File: config.mk
export PLATFORM = sky130hd
export DESIGN_NAME = x3_multiple_gen
export DESIGN_NICKNAME = d
export VERILOG_FILES = /design/src/rtl/x3_pkg.sv /design/src/rtl/x3_prefix_net.sv /design/src/rtl/x3_chunk.sv /design/src/rtl/x3_multiple_gen.sv
export SDC_FILE = /design/constraint.sdc
export NUM_CORES = 1
export LEC_CHECK = 0
export BUFFER_PORTS_ARGS = -buffer_cell sky130_fd_sc_hd__buf_2
export CORE_MARGIN = 2
export CORE_UTILIZATION = 39
export DETAILED_ROUTE_END_ITERATION = 12
export PLACE_DENSITY = 0.69
export SETUP_SLACK_MARGIN = 0.02
export SLEW_MARGIN = 15
export SYNTH_ARGS = -nofsm -noshare
export SYNTH_HDL_FRONTEND = slang
export SYNTH_SLANG_ARGS = --single-unit
File: constraint.sdc
create_clock -name vclk -period 5.7
set_clock_uncertainty 0.2 [all_clocks]
set_input_delay 1.71 -clock vclk [all_inputs]
set_output_delay 1.71 -clock vclk [all_outputs]
set_load 0.03 [all_outputs]
File: src/rtl/x3_pkg.sv
package x3_pkg;

    // Propagate/generate pair for a range of columns (p is the upper bit).
    typedef struct packed {
        logic p;
        logic g;
    } pg_t;

    // Combine an upper range with the range directly below it.
    function automatic pg_t pg_merge(pg_t hi, pg_t lo);
        pg_t r;
        r.p = hi.p & lo.p;
        r.g = hi.g | (hi.p & lo.g);
        return r;
    endfunction

endpackage

File: src/rtl/x3_prefix_net.sv
module x3_prefix_net
    import x3_pkg::*;
#(
    parameter int W = 8
) (
    input  logic [W-1:0] bit_p,
    input  logic [W-1:0] bit_g,
    output logic [W-1:0] grp_p,
    output logic [W-1:0] grp_g
);
    localparam int LVL = $clog2(W);

    // Row k holds the group terms covering 2^k columns below each position.
    logic [LVL:0][W-1:0] row_p;
    logic [LVL:0][W-1:0] row_g;

    assign row_p[0] = bit_p;
    assign row_g[0] = bit_g;

    genvar k, i;
    generate
        for (k = 0; k < LVL; k++) begin : g_level
            localparam int SPAN = 1 << k;
            for (i = 0; i < W; i++) begin : g_col
                if (i >= SPAN) begin : g_merge
                    assign {row_p[k+1][i], row_g[k+1][i]} =
                        pg_merge(pg_t'({row_p[k][i], row_g[k][i]}),
                                 pg_t'({row_p[k][i-SPAN], row_g[k][i-SPAN]}));
                end else begin : g_pass
                    assign row_p[k+1][i] = row_p[k][i];
                    assign row_g[k+1][i] = row_g[k][i];
                end
            end
        end
    endgenerate

    assign grp_p = row_p[LVL];
    assign grp_g = row_g[LVL];

endmodule

File: src/rtl/x3_chunk.sv
module x3_chunk #(
    parameter int W      = 8,
    parameter bit SELECT = 1'b1
) (
    input  logic [W-1:0] op_a,
    input  logic [W-1:0] op_b,
    input  logic         cin,
    output logic [W-1:0] sum,
    output logic         blk_p,
    output logic         blk_g
);
    logic [W-1:0] col_p, col_g, half;
    logic [W-1:0] grp_p, grp_g;
    logic [W-1:0] carry0;

    assign col_g = op_a & op_b;
    assign col_p = op_a | op_b;   // inclusive OR
    assign half  = op_a ^ op_b;

    x3_prefix_net #(.W(W)) u_pfx (
        .bit_p (col_p),
        .bit_g (col_g),
        .grp_p (grp_p),
        .grp_g (grp_g)
    );

    // Carries into each column assuming a chunk carry-in of 0.
    assign carry0 = {grp_g[W-2:0], 1'b0};
    assign blk_p  = grp_p[W-1];
    assign blk_g  = grp_g[W-1];

    generate
        if (SELECT) begin : g_select
            logic [W-1:0] carry1, sum0, sum1;
            // Carries into each column assuming a chunk carry-in of 1.
            assign carry1 = {grp_g[W-2:0] | grp_p[W-2:0], 1'b1};
            assign sum0   = half ^ carry0;
            assign sum1   = half ^ carry1;
            assign sum    = cin ? sum1 : sum0;
        end else begin : g_base
            logic unused_base;
            assign unused_base = cin ^ (^grp_p[W-2:0]);
            assign sum = half ^ carry0;
        end
    endgenerate

endmodule

File: src/rtl/x3_multiple_gen.sv
module x3_multiple_gen #(
    parameter int CHUNK_W    = 8,
    parameter int NUM_CHUNKS = 8,
    parameter int EXT_W      = 5
) (
    input  logic [CHUNK_W*NUM_CHUNKS-1:0]       multiplicand,
    output logic [CHUNK_W*NUM_CHUNKS+EXT_W-1:0] triple
);
    localparam int IN_W  = CHUNK_W * NUM_CHUNKS;
    localparam int OUT_W = IN_W + EXT_W;

    logic [IN_W-1:0]       op_a, op_b;
    logic [NUM_CHUNKS-1:0] chk_p, chk_g;
    logic [NUM_CHUNKS-1:0] span_p, span_g;
    logic [NUM_CHUNKS-1:0] chk_cin;
    logic                  top_cout;

    // Each input bit feeds its own column and the column above it.
    assign op_a = multiplicand;
    assign op_b = {multiplicand[IN_W-2:0], 1'b0};

    assign chk_cin = {span_g[NUM_CHUNKS-2:0], 1'b0};

    genvar j;
    generate
        for (j = 0; j < NUM_CHUNKS; j++) begin : g_chunk
            x3_chunk #(
                .W      (CHUNK_W),
                .SELECT (j != 0)
            ) u_chunk (
                .op_a  (op_a[j*CHUNK_W +: CHUNK_W]),
                .op_b  (op_b[j*CHUNK_W +: CHUNK_W]),
                .cin   (chk_cin[j]),
                .sum   (triple[j*CHUNK_W +: CHUNK_W]),
                .blk_p (chk_p[j]),
                .blk_g (chk_g[j])
            );
        end
    endgenerate

    // Second level: one column per chunk.
    x3_prefix_net #(.W(NUM_CHUNKS)) u_span (
        .bit_p (chk_p),
        .bit_g (chk_g),
        .grp_p (span_p),
        .grp_g (span_g)
    );

    logic unused_span;
    assign unused_span = ^span_p;

    assign top_cout = span_g[NUM_CHUNKS-1];

    // Extension columns: shifted top bit plus the carry out of the top chunk.
    assign triple[IN_W]             = multiplicand[IN_W-1] ^ top_cout;
    assign triple[IN_W+1]           = multiplicand[IN_W-1] & top_cout;
    assign triple[OUT_W-1:IN_W+2]   = '0;

endmodule

# Word level (Yosys, flattened, before mapping)
# Cells that the tools add are included.
# totals
register_bits	0
inputBits	64
out_inout_bits	69
wordCells	500
# classes
n_mux	7
bitwise	493
# ops
op	n
$and A1 B1 Y1	293
$xor A8 B8 Y8	23
$or A1 B1 Y1	153
$and A8 B8 Y8	8
$or A8 B8 Y8	8
$mux W8	7
$or A7 B7 Y7	7
$xor A1 B1 Y1	1

# Depth between registers and ports, before layout
# logic_depth
depth_word	14
mapped_depth	13
ltp_nobuf	13

# Hierarchy
# Synthesis repeated with hierarchy kept, for this count alone.
# unflattened
cells_unflattened	705
hier_area_um2	5106.1
# modules_own_cells
module	instances	cells_each	area_per_inst_um2	seq_area_each_um2
x3_chunk (g_chunk[1].u_chunk ...)	7	56	440.4	0.0
x3_prefix_net	9	29	181.4	0.0
x3_chunk (g_chunk[0].u_chunk)	1	47	351.6	0.0
x3_multiple_gen	1	5	38.8	0.0

# Worst setup path after synthesis
# No wires, ideal clock.
# synth_timing
kind	input -> output
startpoint	input port multiplicand[14]
endpoint	output port triple[47]
arrival_ns	4.248
required_time_ns	3.790
setup_slack_ns	-0.458
cell_stages	11
path_buffers	0
cell_sequence	inv_1 ha_1 nor2_1 nor4b_1 nand3_1 a21boi_2 o211ai_2 a21boi_2 o21ai_1 and2_1 a311oi_1
# synth_via
elab_chain_len	11
word_cells_on_any_way	20
cone_classes	mux: 1; bitwise: 19
# synth_rtl
item	line	source
start, declared	x3_multiple_gen.sv:6	input logic [CHUNK_W*NUM_CHUNKS-1:0] multiplicand,
$or A8 B8 Y8 / $and A8 B8 Y8 (equally long branches)	x3_chunk.sv:17, x3_chunk.sv:16	
$and A1 B1 Y1, on equally long branches	x3_pkg.sv:13, x3_pkg.sv:12	
$or A1 B1 Y1, or another cell as far along	x3_pkg.sv:13	r.g = hi.g | (hi.p & lo.g);
$or A1 B1 Y1 / $and A1 B1 Y1 (equally long branches)	x3_pkg.sv:13	
$or A1 B1 Y1	x3_pkg.sv:13	
$and A1 B1 Y1	x3_pkg.sv:13	
$or A1 B1 Y1	x3_pkg.sv:13	
$and A1 B1 Y1	x3_pkg.sv:13	
$or A1 B1 Y1	x3_pkg.sv:13	
$or A1 B1 Y1 (*)	x3_pkg.sv:13	
$mux W8 (*)	x3_chunk.sv:39	assign sum = cin ? sum1 : sum0;
end, declared	x3_multiple_gen.sv:7	output logic [CHUNK_W*NUM_CHUNKS+EXT_W-1:0] triple
# Mark *: on every way between the ends. The rest lies on a longest branch, timed or not.

# Worst setup path in the final report
# layout_timing
startpoint	input port multiplicand[17]
endpoint	output port triple[39]
# layout_via
elab_chain_len	11
word_cells_on_any_way	20
cone_classes	mux: 1; bitwise: 19
# layout_rtl
item	line	source
$or A8 B8 Y8	x3_chunk.sv:17	assign col_p = op_a | op_b;
$and A1 B1 Y1	x3_pkg.sv:13	
$or A1 B1 Y1	x3_pkg.sv:13	
$and A1 B1 Y1	x3_pkg.sv:13	
$or A1 B1 Y1	x3_pkg.sv:13	
$and A1 B1 Y1	x3_pkg.sv:13	
$or A1 B1 Y1	x3_pkg.sv:13	
$and A1 B1 Y1	x3_pkg.sv:13	
$or A1 B1 Y1	x3_pkg.sv:13	
$or A1 B1 Y1 (*)	x3_pkg.sv:13	
$mux W8 (*)	x3_chunk.sv:39	
# Marked as above.

==> results.py <==
metrics = {
    "placed_design": {
        "post-place-ws_ns": -0.619,
        "place_inst": 906,
        "port_buffers": 130,
        "dp_hpwl_mm": 9.71,
        "gp_congestion": 0.831,
    },
    "drt": {
        "detail_route.vias_per_cell": 5.01,
        "totalWireLength_mm": 14.3,
        "drc_errors": 0,
        "wl_per_cell_um": 15.3,
        "dr.pass1.iters": 4,
        "num_vias": 4682,
        "ant_nets": 0,
        "drtIter0Drc": 88,
    },
    "global_route": {
        "grt_max_degree": 6,
        "antenna_found_initial": 0,
        "grt_use_total_pct": 22.5,
        "grt_pass1_vias": 4913,
        "grt_pass1_wl_mm": 21.3,
        "overflow": 0,
    },
    "sta": {
        "hold_violations": 0,
        "min_period_over_period_pct": 109,
        "min_period_ns": 6.19,
        "holdWs_ns": 3.49,
        "setup_ws_ns": -0.487,
        "final.setup.tns_ns": -11.98,
        "max_freq_mhz": 162,
        "rsz0062_at_grt": "yes",
        "drv_slew": 0,
        "setup_viol": 43,
    },
    "worst_setup_path": {
        "critPathMaxFanout": 3,
        "start_kind": "input port",
        "cp.arrival_ns": 4.28,
        "critical_path_class": "input port to output port",
        "cp.required_ns": 3.79,
        "cp-end-kind": "output port",
    },
    "floorplanning": {
        "num_rows": 36,
        "start_util_pct": 40.5,
        "ioPinCount": 133,
        "chipHeight_um": 105,
        "core-area_mm2": 0.00982,
        "fp.dieW_um": 105,
        "die_area_mm2": 0.0110,
    },
    "cells_and_area": {
        "final_cell_mix": "buf_4 (161), ha_1 (82), inv_1 (65)",
        "regArea_um2": 0,
        "diodes": 0,
        "multi_input_area_mm2": 0.00494,
        "clkbuf_count": 0,
        "drive_above_1_share_pct": 64.0,
        "syn2layout_area_growth_pct": 99.6,
        "design.seq.count": 0,
        "final_cell_count_no_fill": 935,
        "final_common_cell": "buf_4",
        "fin_nets": 996,
        "fillers": 574,
    },
    "power_and_ir_drop": {
        "p_per_area_mw_per_mm2": 149,
        "p_leak_nw": 3.78,
        "ir_worst_vdd_mv": 0.117,
    },
    "synthesis": {
        "synth_adder_area_share_pct": 40.5,
        "yosys_warnings": 0,
        "synth_simple_gate_area_share_pct": 16.2,
        "synth_top_family_by_area": "adder cells",
        "synth-xor-area-share_pct": 12.6,
        "synth.distinct_cells": 63,
        "netlist_instances": 515,
        "synth-compound-area-share_pct": 19.6,
        "netlist_area_mm2": 0.00397,
        "ys_seq_area_share_pct": 0,
        "synth.avg_cell_area_um2": 7.72,
        "synth_mux_area_share_pct": 0.756,
    },
    "min_path": {
        "min_to": "triple[0]",
        "hold_path_class": "input port to output port",
        "hold-path-cell-count": 2,
        "hold_start": "multiplicand[0]",
    },
    "run": {
        "drv_cap": 0,
    },
    "status": {
        "violations": "negative setup slack",
        "status": "finished, violations left",
    },
    "clocking": {
        "cts_hold_buf": 0,
    },
}
metal layers:
layer	track usage, %	vias up	part of all wire (%)
met2	46.3	119	57
met5	0	-	0
li1	-	2286	-
met1	24.7	2234	37
met3	1.50	43	3.1
met4	4.29	0	2.9
power breakdown:
group | total [mW] | leakage [nW] | switching, mW | internal (mW)
Combinational | 1.18 | 3.78 | 0.632 | 0.550
Sequential | 0 | 0 | 0 | 0
Clock | 0 | 0 | 0 | 0
cell families after synthesis:
family                     count (synthesis)
and+or+nand+nor                          119
adders and majority gates                128
muxes                                      3
other                                      1
xor gates and xnor gates                  57
buffers and inverters                    105
AOI/OAI and AO/OA                        102
cells in the mapped netlist (2+ instances only):
library cell | instances | share of area (%)
nand2b_1 | 3 | 0.47
and2_1 | 3 | 0.47
and3_1 | 2 | 0.31
nor3_2 | 4 | 1.0
o21bai_1 | 10 | 1.9
nor3b_1 | 4 | 0.76
a21boi_2 | 2 | 0.57
nand3_1 | 6 | 0.76
nand2_1 | 15 | 1.4
or4_1 | 4 | 0.76
or2_2 | 3 | 0.47
xnor2_1 | 35 | 7.7
buf_4 | 4 | 0.76
o31a_1 | 2 | 0.44
nor2_1 | 42 | 4.0
ha_1 | 127 | 40
o21ai_0 | 9 | 1.1
or4_4 | 2 | 0.57
o221ai_1 | 2 | 0.44
o31ai_1 | 5 | 0.94
a21oi_2 | 2 | 0.44
xor2_1 | 22 | 4.8
o41ai_1 | 2 | 0.44
mux2i_1 | 3 | 0.76
a21oi_1 | 41 | 5.2
nor2b_1 | 11 | 1.7
inv_1 | 100 | 9.4
a211oi_1 | 3 | 0.57
nor4_1 | 2 | 0.31
or3_1 | 2 | 0.31
nor3_1 | 8 | 1.0
or3_4 | 2 | 0.57
a311oi_1 | 3 | 0.66
worst max-delay path, stage by stage:
cell and delay [ns]:
buf_6 0.10, inv_4 0.06, ha_4 0.15, inv_4 0.04, a21oi_4 0.19, o31ai_4 0.08, a221o_1 0.41, o211ai_2 0.23
buf_4 0.15, a211oi_4 0.06, o31a_1 0.28, buf_4 0.15, o41ai_4 0.33, xnor2_2 0.16, buf_6 0.15
stage by stage:
step | instance area, um2 | total power, mW | util (%)
finish | 7930 | 1.18 | 80.8
floorplan | 4460 | 0.591 | -
detailed placement | 6220 | 0.882 | 63.4
global route | 7930 | 1.25 | 80.8
global placement | 6220 | 0.864 | 63.4
CTS | 7130 | 1.04 | 72.6
final cells by class:
| cell class | instances | share of cell area (%) |
|---|---|---|
| repair buffers | 289 | 29.8 |
| inverters | 101 | 5.82 |
| well taps | 133 | 2.10 |
| multi-input cells | 412 | 62.3 |
worst max-delay path by stage:
stage / start / endpoint / depth (start not counted)
global route: multiplicand[17] / triple[39] / 15
global placement: multiplicand[46] / triple[64] / 14
finish: multiplicand[17] / triple[39] / 15
CTS: multiplicand[36] / triple[64] / 14
detailed placement: multiplicand[46] / triple[64] / 14
floorplan: multiplicand[46] / triple[64] / 12
timing repair:
| item | in CTS | in global routing |
|---|---|---|
| pin swaps | 52 | 62 |
| endpoints found under the setup margin | 48 | 52 |
| buffers inserted | 17 | 17 |
| gates resized for setup | 211 | 173 |
| gates cloned | 0 | 0 |
Note: power is estimated with default switching activity, not from simulation.
